## config.mk

```make
export PLATFORM = sky130hd
export DESIGN_NAME = sr_narrow_fp16
export DESIGN_NICKNAME = d
export VERILOG_FILES = /design/src/rtl/sr_cvt_pkg.sv /design/src/rtl/sr_cvt_classify.sv /design/src/rtl/sr_cvt_align.sv /design/src/rtl/sr_cvt_round.sv /design/src/rtl/sr_narrow_fp16.sv
export SDC_FILE = /design/constraint.sdc
export NUM_CORES = 1
export LEC_CHECK = 0
export ABC_AREA = 1
export BUFFER_PORTS_ARGS = -buffer_cell sky130_fd_sc_hd__buf_2
export CAP_MARGIN = 40
export CORE_ASPECT_RATIO = 0.9
export CORE_MARGIN = 10
export CORE_UTILIZATION = 51
export CTS_CLUSTER_SIZE = 24
export DETAILED_ROUTE_END_ITERATION = 12
export GPL_TIMING_DRIVEN = 0
export PLACE_DENSITY = 0.78
export SETUP_SLACK_MARGIN = 0.1
export SYNTH_ARGS = -nofsm -noshare
export SYNTH_HDL_FRONTEND = slang
export SYNTH_SLANG_ARGS = --single-unit
```

## constraint.sdc

```tcl
create_clock -name clk -period 4.2 [get_ports clk]
set_input_delay 0.42 -clock clk [delete_from_list [all_inputs] [get_ports clk]]
set_output_delay 0.42 -clock clk [all_outputs]
set_load 0.05 [all_outputs]
```

## src/rtl/sr_cvt_pkg.sv

```systemverilog
package sr_cvt_pkg;

    localparam int SRC_EW   = 8;
    localparam int SRC_MW   = 23;
    localparam int DST_EW   = 5;
    localparam int DST_MW   = 10;
    localparam int SRC_BIAS = 127;
    localparam int DST_BIAS = 15;
    localparam int SRC_W    = 1 + SRC_EW + SRC_MW;
    localparam int DST_W    = 1 + DST_EW + DST_MW;
    localparam int SIG_W    = SRC_MW + 1;
    localparam int DROP_W   = SRC_MW - DST_MW;

    // smallest source exponent that still maps to a normal destination value
    localparam logic [SRC_EW-1:0] NORM_MIN_E = SRC_EW'(SRC_BIAS - DST_BIAS + 1);
    // first source exponent whose destination exponent would be all ones
    localparam logic [SRC_EW-1:0] HUGE_MIN_E = SRC_EW'(SRC_BIAS - DST_BIAS + (1 << DST_EW) - 1);
    localparam logic [SRC_EW-1:0] SRC_EMAX   = '1;
    localparam logic [DST_EW-1:0] DST_EMAX   = '1;

    typedef enum logic [2:0] {
        CL_ZERO,
        CL_TINY,
        CL_SUBN,
        CL_NORM,
        CL_HUGE,
        CL_INF,
        CL_NAN
    } opclass_t;

    typedef enum logic {
        RM_NEAREST = 1'b0,
        RM_STOCH   = 1'b1
    } rmode_t;

endpackage

```

## src/rtl/sr_cvt_classify.sv

```systemverilog
module sr_cvt_classify
    import sr_cvt_pkg::*;
#(
    parameter int FRAC_EXT = 12,
    localparam int SH_W = $clog2(FRAC_EXT + 1)
) (
    input  logic [SRC_EW-1:0] exp_in,
    input  logic [SRC_MW-1:0] man_in,
    output opclass_t          cls,
    output logic [SH_W-1:0]   shamt,
    output logic [DST_EW-1:0] exp_dst
);

    localparam logic [SRC_EW-1:0] SUBN_MIN_E = NORM_MIN_E - SRC_EW'(FRAC_EXT);

    logic man_nz;
    logic [SRC_EW-1:0] sub_gap;

    assign man_nz  = |man_in;
    assign sub_gap = NORM_MIN_E - exp_in;

    always_comb begin
        shamt   = '0;
        exp_dst = DST_EW'(exp_in - (NORM_MIN_E - SRC_EW'(1)));
        if (exp_in == SRC_EMAX) begin
            cls = man_nz ? CL_NAN : CL_INF;
        end else if (exp_in >= HUGE_MIN_E) begin
            cls = CL_HUGE;
        end else if (exp_in >= NORM_MIN_E) begin
            cls = CL_NORM;
        end else if (exp_in == '0) begin
            cls = man_nz ? CL_TINY : CL_ZERO;
        end else if (exp_in >= SUBN_MIN_E) begin
            cls   = CL_SUBN;
            shamt = SH_W'(sub_gap);
        end else begin
            cls = CL_TINY;
        end
    end

endmodule

```

## src/rtl/sr_cvt_align.sv

```systemverilog
module sr_cvt_align
    import sr_cvt_pkg::*;
#(
    parameter int FRAC_EXT = 12,
    localparam int SH_W  = $clog2(FRAC_EXT + 1),
    localparam int WIDE  = SIG_W + FRAC_EXT,
    localparam int DISC  = WIDE - (DST_MW + 1)
) (
    input  logic [SIG_W-1:0]  sig,
    input  logic [SH_W-1:0]   shamt,
    input  logic              tiny,
    output logic              hidden,
    output logic [DST_MW-1:0] kept,
    output logic [DISC-1:0]   disc
);

    logic [WIDE-1:0] wide;

    // frame is wide enough that a subnormal shift never loses a bit
    assign wide = {sig, {FRAC_EXT{1'b0}}} >> shamt;

    always_comb begin
        if (tiny) begin
            // far below the smallest subnormal: keep only "non-zero" as a jammed bit
            hidden = 1'b0;
            kept   = '0;
            disc   = DISC'(1);
        end else begin
            hidden = wide[WIDE-1];
            kept   = wide[WIDE-2 -: DST_MW];
            disc   = wide[DISC-1:0];
        end
    end

endmodule

```

## src/rtl/sr_cvt_round.sv

```systemverilog
module sr_cvt_round
    import sr_cvt_pkg::*;
#(
    parameter int DISC = 25
) (
    input  rmode_t          mode,
    input  logic            lsb,
    input  logic [DISC-1:0] disc,
    input  logic [DISC-1:0] rnd,
    output logic            inc
);

    logic guard;
    logic rest;
    logic inc_near;
    logic inc_stoch;

    assign guard    = disc[DISC-1];
    assign rest     = |disc[DISC-2:0];
    assign inc_near = guard & (rest | lsb);
    // disc + rnd carries out exactly when disc exceeds the complement of rnd
    assign inc_stoch = (disc > ~rnd);

    always_comb begin
        unique case (mode)
            RM_NEAREST: inc = inc_near;
            RM_STOCH:   inc = inc_stoch;
            default:    inc = inc_near;
        endcase
    end

endmodule

```

## src/rtl/sr_narrow_fp16.sv

```systemverilog
module sr_narrow_fp16
    import sr_cvt_pkg::*;
#(
    parameter int FRAC_EXT = 12,
    localparam int RND_W = DROP_W + FRAC_EXT
) (
    input  logic             clk,
    input  logic             rst_n,
    input  logic             valid_in,
    input  logic             mode_in,
    input  logic [31:0]      op_in,
    input  logic [RND_W-1:0] rnd_in,
    output logic             valid_out,
    output logic [15:0]      res_out,
    output logic             ovf_out,
    output logic             inv_out
);

    localparam int SH_W = $clog2(FRAC_EXT + 1);
    localparam int MAG_W = DST_W - 1;

    logic               sgn;
    logic [SRC_EW-1:0]  exp_s;
    logic [SRC_MW-1:0]  man_s;
    opclass_t           cls;
    logic [SH_W-1:0]    shamt;
    logic [DST_EW-1:0]  exp_d;
    logic               hidden;
    logic [DST_MW-1:0]  kept;
    logic [RND_W-1:0]   disc;
    logic               inc;
    rmode_t             mode;
    logic [MAG_W-1:0]   rounded;
    logic [DST_W-1:0]   res_d;
    logic               ovf_d;
    logic               inv_d;

    assign sgn   = op_in[SRC_W-1];
    assign exp_s = op_in[SRC_W-2 -: SRC_EW];
    assign man_s = op_in[SRC_MW-1:0];
    assign mode  = rmode_t'(mode_in);

    sr_cvt_classify #(.FRAC_EXT(FRAC_EXT)) u_class (
        .exp_in  (exp_s),
        .man_in  (man_s),
        .cls     (cls),
        .shamt   (shamt),
        .exp_dst (exp_d)
    );

    sr_cvt_align #(.FRAC_EXT(FRAC_EXT)) u_align (
        .sig    ({1'b1, man_s}),
        .shamt  (shamt),
        .tiny   (cls == CL_TINY),
        .hidden (hidden),
        .kept   (kept),
        .disc   (disc)
    );

    sr_cvt_round #(.DISC(RND_W)) u_round (
        .mode (mode),
        .lsb  (kept[0]),
        .disc (disc),
        .rnd  (rnd_in),
        .inc  (inc)
    );

    // a mantissa carry ripples into the exponent field of the packed word
    assign rounded = {(hidden ? exp_d : {DST_EW{1'b0}}), kept} + MAG_W'(inc);

    always_comb begin
        res_d = '0;
        ovf_d = 1'b0;
        inv_d = 1'b0;
        unique case (cls)
            CL_ZERO: begin
                res_d = {sgn, {MAG_W{1'b0}}};
            end
            CL_TINY, CL_SUBN, CL_NORM: begin
                res_d = {sgn, rounded};
                ovf_d = (rounded[MAG_W-1 -: DST_EW] == DST_EMAX);
            end
            CL_HUGE: begin
                res_d = {sgn, DST_EMAX, {DST_MW{1'b0}}};
                ovf_d = 1'b1;
            end
            CL_INF: begin
                res_d = {sgn, DST_EMAX, {DST_MW{1'b0}}};
            end
            CL_NAN: begin
                res_d = {sgn, DST_EMAX, 1'b1, man_s[SRC_MW-2 -: DST_MW-1]};
                inv_d = ~man_s[SRC_MW-1];
            end
            default: begin
                res_d = '0;
            end
        endcase
    end

    always_ff @(posedge clk) begin
        if (!rst_n) begin
            valid_out <= 1'b0;
            res_out   <= '0;
            ovf_out   <= 1'b0;
            inv_out   <= 1'b0;
        end else begin
            valid_out <= valid_in;
            if (valid_in) begin
                res_out <= res_d;
                ovf_out <= ovf_d;
                inv_out <= inv_d;
            end
        end
    end

endmodule

```

Word-level counts from Yosys, hierarchy flattened
Index checks and enable logic that the tools add are counted.

$lt $le $gt $ge: 4. Bitwise operators: 5. $add $sub $neg: 3. Reductions and logical operators: 6. Multiplexer cells: 20. Eq/ne operators: 8. Shift-type cells: 1.

Operator list (number): case mux 16 bit (4 select lines) (1); right shift 36 x 4 -> 36 bit (1); > comparator 25 bit (1); 2-to-1 mux 25 bit (1); inverter 25 bit (1); OR reduction 24 bit (1); OR reduction 23 bit (1); 2-to-1 mux 4 bit (5); greater-or-equal comparator 8 x 7 -> 1 bit, second input constant (2); adder 15 x 1 -> 15 bit (1); 2-to-1 mux 3 bit (4); 2-to-1 mux 10 bit (1); equality test 3 bit, second input constant (3); equality test 8 bit, second input constant (1); greater-or-equal comparator 8 bit, second input constant (1); logical NOT 8 bit (1); equality test 3 x 2 -> 1 bit, second input constant (2); equality test 5 bit, second input constant (1); 2-to-1 mux 5 bit (1); subtractor 5 bit, second input constant (1); 2-to-1 mux 2 bit (2); case mux 1 bit (2 select lines) (2); subtractor 1 x 4 -> 4 bit, first input constant (1); equality test 3 x 1 -> 1 bit, second input constant (1); other kinds (7) (10).

Bits in registers: 19. Output and inout bits: 19. Bits of input ports: 61.

Logic depth before layout (Yosys ltp)
Gate-level depths: netlist (run 1).

Depth in word-level cells: 15. Mapped depth: 36.

By module
From an unflattened synthesis (run 1), not the netlist that was laid out.

Cell total of the unflattened synthesis: 681. Area, all modules: 3658.5 µm².

By module, submodules not included: sr_cvt_align (seq. area each 0.0 µm², area each 1352.5 µm², instances 1, cells each 295); sr_narrow_fp16 (seq. area each 380.4 µm², area each 1241.2 µm², instances 1, cells each 201); sr_cvt_round (seq. area each 0.0 µm², area each 737.0 µm², instances 1, cells each 117); sr_cvt_classify (seq. area each 0.0 µm², area each 327.8 µm², instances 1, cells each 68).

Worst setup path after synthesis (run 1)
OpenSTA, ideal clock, no wires.

Path type: input to register. Start point: in op_in[29]. End point: reg ovf_out. Arrival: 3.899 ns. Slack: 0.231 ns. Required time: 4.130 ns. Library setup time: 0.070 ns. Stages: 32. Buffers on the path: 1. Path through: nand3_1 > nand2_1 > inv_1 > nand2_4 > nand2_4 > buf_6 > o21ai_0 > inv_1 > o21ai_0 > nand2_1 > o21ai_0 > inv_1 > ha_1 > nor2_1 > a211oi_1 > o21ai_0 > nand3_1 > a21oi_1 > nor3b_1 > o221ai_1 > nand3_1 > nand2_1 > ha_1 > ha_1 > inv_1 > nor2_2 > nand2_1 > nand2_1 > nand2_1 > nor2_1 > nand3_1 > a21oi_1.

Longest elaborated chain between the ends: 15. Elaborated cells between the ends (all ways): 33. Classes of those cells: add/sub: 1; order compare: 4; eq/ne: 6; shift: 1; mux: 16; bitwise: 2; reduce/logical: 3.

Ends and longest elaborated chain: start: declaration (RTL line sr_narrow_fp16.sv:11) `input logic [31:0] op_in,`; parallel branches: the longest is 14 deep, another holds > comparator 25 bit; case mux 1 bit (2 select lines) * (RTL line sr_narrow_fp16.sv:75) `unique case (cls)`; end signal: assignment (RTL line sr_narrow_fp16.sv:110) `ovf_out <= ovf_d;`; end: declaration (RTL line sr_narrow_fp16.sv:15) `output logic ovf_out,`.

Mark *: on every way between the ends. A chain may end at the register's enable or synchronous reset.

Final worst setup path (run 1)
Start point: in op_in[30]. End point: reg res_out[12].

Longest elaborated chain between the ends: 14. Elaborated cells between the ends (all ways): 36. Classes of those cells: add/sub: 1; order compare: 4; eq/ne: 7; shift: 1; mux: 16; bitwise: 2; reduce/logical: 5.

Ends and longest elaborated chain: parallel branches: the longest is 13 deep, another holds > comparator 25 bit; case mux 16 bit (4 select lines) * (RTL line sr_narrow_fp16.sv:75); end signal: assignment (RTL line sr_narrow_fp16.sv:109) `res_out <= res_d;`; end: declaration (RTL line sr_narrow_fp16.sv:14) `output logic [15:0] res_out,`.

Marked as above.

==> results of run 1 <==
power breakdown:
group          switching, uW  internal (uW)
Sequential              4.27            190
Combinational            427            241
Clock                   61.2           66.1
worst reg2reg max path, cell delays in order (launching register included):
cell and delay (ns):
sky130_fd_sc_hd__dfxtp_1 0.31, sky130_fd_sc_hd__o21ai_0 0.20, sky130_fd_sc_hd__a21oi_2 0.04
synthesized netlist by cell type (5+ instances only):
| cell type | n |
|---|---|
| sky130_fd_sc_hd__nand2_1 | 176 |
| sky130_fd_sc_hd__buf_2 | 14 |
| sky130_fd_sc_hd__inv_2 | 7 |
| sky130_fd_sc_hd__a21oi_1 | 36 |
| sky130_fd_sc_hd__nand2_2 | 10 |
| sky130_fd_sc_hd__nor2_1 | 41 |
| sky130_fd_sc_hd__ha_1 | 28 |
| sky130_fd_sc_hd__nand3_2 | 15 |
| sky130_fd_sc_hd__nor2_4 | 5 |
| sky130_fd_sc_hd__dfxtp_1 | 19 |
| sky130_fd_sc_hd__o21ai_0 | 45 |
| sky130_fd_sc_hd__o21ai_1 | 11 |
| sky130_fd_sc_hd__nand4_1 | 15 |
| sky130_fd_sc_hd__nand3_1 | 115 |
| sky130_fd_sc_hd__nor2_2 | 8 |
| sky130_fd_sc_hd__inv_1 | 65 |
per-stage QoR:
stage	hold slack [ns]	setup slack [ns]	power [uW]	TNS [ns]
5_1_grt	0.422	-0.129	1060	-0.489
3_5_place_dp	0.454	-0.712	724	-7.22
4_1_cts	0.380	0.0945	871	0
3_3_place_gp	0.447	-0.569	710	-5.53
6_report	0.386	0.0964	989	0
2_1_floorplan	0.518	0.231	579	0
cell type report:
cell class / instances / area, um^2
inverters: 74 / 292
clock inverters: 1 / 5.00
clock buffers: 3 / 41.3
repair buffers: 101 / 639
multi-input cells: 538 / 3350
fillers: 624 / 2030
plain buffers: 27 / 225
well taps: 93 / 116
flip-flops and latches: 19 / 380
what timing repair did:
action / 4_1_cts / 5_1_grt
cloned: 0 / 2
hold buffers: 0 / 0
resized for setup: 34 / 142
setup endpoints to repair: 15 / 15
pin swaps: 3 / 40
setup buffers: 3 / 17
worst max-delay path by stage:
stage,startpoint,endpoint,slack [ns],cells past startpoint
2_1_floorplan,op_in[29],ovf_out,0.23,32
3_3_place_gp,op_in[30],res_out[6],-0.57,32
3_5_place_dp,op_in[30],res_out[6],-0.71,32
4_1_cts,op_in[30],res_out[12],0.09,34
5_1_grt,op_in[27],res_out[12],-0.13,31
6_report,op_in[30],res_out[12],0.1,29
registers in the layout (all words and copies together), names as in the netlist:
name       flops
res_out       16
inv_out        1
ovf_out        1
valid_out      1
kinds of logic (layout without fill, tap and decap cells):
| family | after synthesis | in the layout | share of synthesized area, % |
|---|---|---|---|
| fa+ha+maj | 28 | 28 | 9.42 |
| buf+inv | 101 | 206 | 11.7 |
| flops | 19 | 19 | 10.2 |
| simple gates | 407 | 407 | 53.9 |
| xor+xnor | 1 | 1 | 0.236 |
| compound gates | 102 | 102 | 14.6 |
layer usage:
metal | wire, um | share of wire [%] | global-route usage, % | vias up
met3 | 1340 | 9.7 | 3.52 | 31
met4 | 310 | 2.2 | 4.10 | 0
met1 | 6100 | 44 | 31.6 | 2221
li1 | - | - | - | 2421
met2 | 6130 | 44 | 32.7 | 272
met5 | 0 | 0 | 0 | -
==> metrics list, run 1 <==
* Half-perimeter wire length after detailed placement: between 10 and 15 mm
- H-tree Lvls: 1
- Share of Yosys cell area claimed by the top area cell type: 17.8%
- Counting flops with a built-in enable in the synthesized netlist gives 0.
- TritonCTS clock tree: done
- The most used flip-flop cell after synthesis is sky130_fd_sc_hd__dfxtp_1.
- Crit-path max cell delay: around 0.33 ns
- Endpoint required time on the critical path: ~4.4 ns
* Post-Layout Inst Area: 0.00504 mm^2
- Placer Congestion: just over 0.9
- After synthesis the netlist holds a flip-flop and latch count of 19.
- Post-synth design cell area: ~0.0037 mm^2
- Counting the buffers created by CTS gives 3.
- Worst slew margin relative to its limit: between 50% and 60%
* Post-synth top area cell: sky130_fd_sc_hd__nand2_1
- Post-route insts no fill: approximately 860
- After detailed routing, the average wire length per cell comes to 16.2 um.
- By area the synthesized netlist is led by sky130_fd_sc_hd__nand2_1 18%, sky130_fd_sc_hd__nand3_1 15%, sky130_fd_sc_hd__dfxtp_1 10%, sky130_fd_sc_hd__ha_1 9.4%, sky130_fd_sc_hd__inv_1 6.6%.
- Count of pins over their slew limit: 0
- The initial utilization of the core area, before any placement, comes to between 50% and 60%.
- The core region is 0.00708 mm^2.
* Total via count after detailed routing: a little under 5000
- Synth cell types: 37
* Clk_lat worst skew: approximately 0.26 ns
- For this run, the total global-route usage over all layers was measured as roughly 22%.
- Register-to-Register Path Depth: 2
* Maximum count of clock buffers along a single path: 2
- The path class of the tightest hold or removal check is input port to flip-flop.
- In the final layout, the share of cells above drive strength 1 is between 30 and 40%.
- CTS Root Buffer Type: sky130_fd_sc_hd__clkbuf_8
- For flop-to-flop paths, the worst setup slack is about 3.5 ns.
- The tool flagged a number of max-cap violations equal to 0.
- Ratio of final minimum period to clock period: 97.7%
- At the pin with the least slew margin, the transition time is slightly below 0.7 ns.
* Die span in x: around 110 um
- Synth-to-layout area growth: 35.7%
- STA classifies the critical path endpoint as a flip-flop.
- For this design the ratio of total power to cell area is 196 mW/mm^2.
- In this run the vertical extent of the chip is 101 um.
* Vias/cell: around 5.8
* Max rail drop VDD: 0.000145 V
- Dpl cells: 830
- Data on the critical path arrives at its endpoint at 4.30 ns.
- Maximum clock rate: between 0.2 and 0.25 GHz
- The library cell used most frequently in the layout, excluding fill and tap cells, is sky130_fd_sc_hd__nand2_1.
- After detailed routing, the total wire length is about 14 mm.
- 0 antenna diodes ended up in the layout.
* Number of standard-cell rows in the floorplan: 29
- Final Hold Violating Endpoints: 0
- The worst setup path is launched from an input port.
- For this run the aggregate overflow at the end of global routing stands at 0.
- For hold timing, the worst endpoint is valid_out.
- Antenna-violating nets left: 0
- Worst hold stages: 3
- On the critical path, the stage with the largest delay is an instance of sky130_fd_sc_hd__ha_1.
- The worst hold path begins at rst_n.
* Total number of nets in the final design: ~850
- Mapped Nets: ~750
* Cell count after synthesis: approximately 660
* Final worst clock skew: 0 ns
- The clock period could shrink to just over 4 ns.
* Share of the core filled with cells: 71.3%
- Setup violations remaining at the end of the flow were counted as 0.
* Number of buffer and inverter instances along the worst setup path: 6
* Iteration-0 DRC Markers: 499
* R2R Path End: ovf_out
- In this design, the largest share of critical-path delay is due to simple AND/OR/NAND/NOR gates.
* Clock-pin slew on the worst setup and hold paths: around 0.07 ns
* Commonest non-fill, non-tap cells in the layout: 159 x sky130_fd_sc_hd__nand2_1, 109 x sky130_fd_sc_hd__nand3_1, 81 x sky130_fd_sc_hd__buf_2
* CP most frequent cell: sky130_fd_sc_hd__nand3_1
* Yosys warning total: 0
* Top-level port count: 80
- For this run, the register share of the synthesized area comes to 10.2%.
- Of all nets on the critical path, the largest fanout is 10.
- The placed instances occupy a cell area of 0.00423 mm^2.
* DR DRC count: 0
- The first detailed-routing pass took 6 iterations.
- The first global-routing pass estimated ~20 mm of wire.
- In this run the tool buffered the top-level ports with between 70 and 80 buffer cells.
- Number of global-route vias before repair: 4246
- The initial antenna violation count is 0.
- Pin count of the biggest net entering global routing: 12
- Setup repair after global routing missed its margin: yes
- Beginning of the worst register-to-register path: ovf_out
* Static Leakage: about 0.0024 uW
- Counting flops with an async set or reset pin after synthesis yields a share of 0%.
- The floorplan step defined a die boundary enclosing between 0.01 and 0.015 mm^2.
* Run status: completed
- In this run the mean area of a mapped cell was 5.65 um^2.
- For this design, the sink count on the clock tree is 19.
- Crit path kind: input port to flip-flop
No activity file was read; power rests on OpenSTA's default activity.
==> run 2, diff against run 1 <==
- SETUP_SLACK_MARGIN: 0.1 -> 0.5
==> run 2 against run 1 <==
  * Sequential cell count is the same
  * Register-to-register slack lost 0.03 ns
  * Largest cell class unchanged
  * Wire length grew 0.47%
  * Sequential power is essentially flat
  * Power grew 0.72%
  * Design area grew 1.3%
  * Global-route usage grew 1.4 points
  * Via count shrank 0.53%
  * Cell count grew 0.93%
  * Combinational power grew 1%
==> metrics list, run 2 (synthesis results as in run 1) <==
- Master of the slowest instance on the critical path: sky130_fd_sc_hd__ha_4 (was sky130_fd_sc_hd__ha_1)
- Worst slew margin relative to its limit: 41.1% (was 54.7%)
- Top-level port count: 80 (unchanged)
* Setup repair after global routing missed its margin: yes (unchanged)
- The number of DRC markers after the initial detailed-route iteration is 472 (was 499).
- The register with the most flip-flops is res_out (unchanged).
- The category of the most critical setup path is input port to flip-flop (unchanged).
* Routed WL: 14.0 mm (was 13.9 mm)
- The total track usage is 23.1% (was 21.8%).
- The clock latency on the worst-skew pair is 0.26 ns (about the same).
- The achievable clock frequency is 0.246 GHz (was 0.244 GHz).
- Placed standard-cell area: 0.00429 mm^2 (was 0.00423 mm^2)
- The portion of total power attributed to the clock network came to 12.6% (was 12.9%).
* Antenna-violating nets left: 0 (unchanged)
* Design Power: 996 uW (was 989 uW)
- Reg-to-reg setup timing slack: 3.51 ns (was 3.54 ns)
- Number of global-route vias before repair: 4504 (was 4246)
- Endpoint required time on the critical path: 4.40 ns (was 4.39 ns)
- Most frequent standard cell in the layout excluding fill and tap cells: sky130_fd_sc_hd__nand2_1 (unchanged)
* Die area: 0.0111 mm^2 (unchanged)
- Final routed wire length divided by cell count: 16.1 um (was 16.2 um)
- The synthesis-to-finish area growth came to 37.4% (was 35.7%).
* Die span in x: 110 um (unchanged)
- The number of pins with negative max-slew slack in the final report came to 0 (unchanged).
* Type of destination of the critical path: flip-flop (unchanged)
* CTS Root Buffer Type: sky130_fd_sc_hd__clkbuf_8 (unchanged)
- The portion of the clock cycle consumed by the worst path in the final layout was 96.6% (was 97.7%).
- The post-route cell area was 0.00511 mm^2 (was 0.00504 mm^2).
- Commonest non-fill, non-tap cells in the layout: 158 x sky130_fd_sc_hd__nand2_1, 110 x sky130_fd_sc_hd__nand3_1, 80 x sky130_fd_sc_hd__buf_2 (was 159 x sky130_fd_sc_hd__nand2_1, 109 x sky130_fd_sc_hd__nand3_1, 81 x sky130_fd_sc_hd__buf_2).
- The proportion of power drawn by combinational gates is 67.9% (was 67.5%).
* Fraction of layout cells with a size suffix above 1: 36.2% (was 34.6%)
* Inserted Clock Buffers: 3 (unchanged)
- The count of inserted antenna diode cells was 0 (unchanged).
- H-tree Lvls: 1 (unchanged)
* Setup violations, final: 0 (unchanged)
- Share of total power consumed by net switching: 49.7% (was 49.8%)
* Total number of clock tree sinks: 19 (unchanged)
- Crit-path max cell delay: 0.28 ns (was 0.33 ns)
* Pin count of the biggest net entering global routing: 12 (unchanged)
* Fill cell count: 632 (was 624)
- DR DRC count: 0 (unchanged)
* Total number of nets in the final design: 861 (was 853)
- The transition at the pin with the smallest max-transition slack is 0.874 ns (was 0.673 ns).
* Total overflow reported by the global router: 0 (unchanged)
- Number of standard-cell rows in the floorplan: 29 (unchanged)
* Placer Congestion: 0.948 (was 0.930)
- The worst min-delay path class is input port to flip-flop (unchanged).
* Half-perimeter wire length after detailed placement: 10.6 mm (about the same)
* TritonCTS clock tree: done (unchanged)
* First-pass GRT wire length: 21.4 mm (was 20.2 mm)
* Setup TNS after final layout: 0 ns (unchanged)
- Initial cell density of the core: 52.5% (unchanged)
- The die span in y came to 101 um (unchanged).
* Final worst clock skew: 0 ns (unchanged)
- Total via count after detailed routing: 4919 (was 4945)
- Maximum count of clock buffers along a single path: 2 (unchanged)
- The proportion of power drawn by flip-flops and latches is 19.5% (was 19.6%).
- Final Hold Violating Endpoints: 0 (unchanged)
* Net switching component of the power: 495 uW (was 492 uW)
* CP startpoint kind: input port (unchanged)
- The final critical-path required period was 4.06 ns (was 4.10 ns).
- The area of the placeable core came to 0.00708 mm^2 (unchanged).
* TritonRoute pass-1 iters: 5 (was 6)
- Antenna violations before repair: 0 (unchanged)
- The maximum fanout along the worst path was 6 (was 10).
- The number of buffers added on ports came to 79 (unchanged).
* Vias/cell: 5.69 (was 5.78)
* Power density cells: 195 mW/mm^2 (was 196 mW/mm^2)
* Internal portion of total power: 502 uW (was 497 uW)
- Flip-flop count of the largest register after layout: 16 (unchanged)
- Arrival time worst endpoint: 4.26 ns (was 4.30 ns)
- Post-cts hold buffer count: 0 (unchanged)
- The maximum resistive drop on vdd was 0.000115 V (was 0.000145 V).
- Run status: completed (unchanged)
* Clock-pin slew on the worst setup and hold paths: 0.07 ns (about the same)
- The number of violations of the max-capacitance limit came to 0 (unchanged).
- Static Leakage: 0.00247 uW (was 0.00244 uW)
[run 2: changes by cell type in the layout (fill, tap and decap cells not counted), moves of 3 or more]
cell                       previous run  this run
sky130_fd_sc_hd__a21oi_1             31        26
sky130_fd_sc_hd__nand3_2             20        17
sky130_fd_sc_hd__buf_6                7        10
sky130_fd_sc_hd__buf_4               27        37
sky130_fd_sc_hd__o21ai_2             10        15
sky130_fd_sc_hd__clkbuf_4             4         1
sky130_fd_sc_hd__a21oi_2              5        10
[run 2: power groups by stage]
stage	Sequential [uW]	Combinational [uW]	Clock, uW
after detailed placement	198	535	0
after global routing	195	738	129
after CTS	194	613	127
after global placement	198	524	0
after floorplan	232	356	0
final	194	676	126
[run 2: repair_timing]
action | in CTS | in global routing
cloned | 1 | 0
buffers inserted | 22 | 7
pin swaps | 28 | 42
gates resized for setup | 114 | 43
endpoints found under the setup margin | 16 | 16
[run 2: layout make-up]
| type | count | area, um^2 | share of cell area (%) |
|---|---|---|---|
| plain buffers | 27 | 213 | 4.16 |
| clock buffers | 3 | 41.3 | 0.808 |
| clock inverters | 1 | 5.00 | 0.0980 |
| inverters | 74 | 292 | 5.71 |
| multi-input cells | 538 | 3370 | 65.9 |
| flip-flops and latches | 19 | 380 | 7.45 |
| well taps | 93 | 116 | 2.28 |
| repair buffers | 109 | 696 | 13.6 |
[run 2: worst paths after layout]
check / from / end / cells past startpoint
worst max-delay path: op_in[23] / ovf_out / 33
worst max register to register: ovf_out / ovf_out / 2
worst min register to register: res_out[11] / res_out[11] / 2
worst min-delay path: rst_n / valid_out / 3
[run 2: metal layers]
metal  track usage, %  wire length, um  up-vias
li1                 -                -     2432
met1             33.1             6250     2250
met2             35.9             6300      222
met3             2.62             1230       15
met4             4.80              174        0
met5                0                0        -
[run 2: stage by stage]
stage	cells	worst slack [ns]	hold slack [ns]	utilization, %
after floorplan	658	0.502	0.518	-
after global placement	830	-0.311	0.446	60.6
after detailed placement	830	-0.342	0.452	60.6
after CTS	857	0.314	0.369	69.4
after global routing	864	-0.0656	0.404	72.2
final	864	0.142	0.369	72.2
[run 2: critical path: cells and delay by family]
kind                       cells  cell delay [ns]
AOI/OAI and AO/OA              9             1.25
and+or+nand+nor               18             1.72
adders and majority gates      2             0.42
buffers and inverters          4             0.41
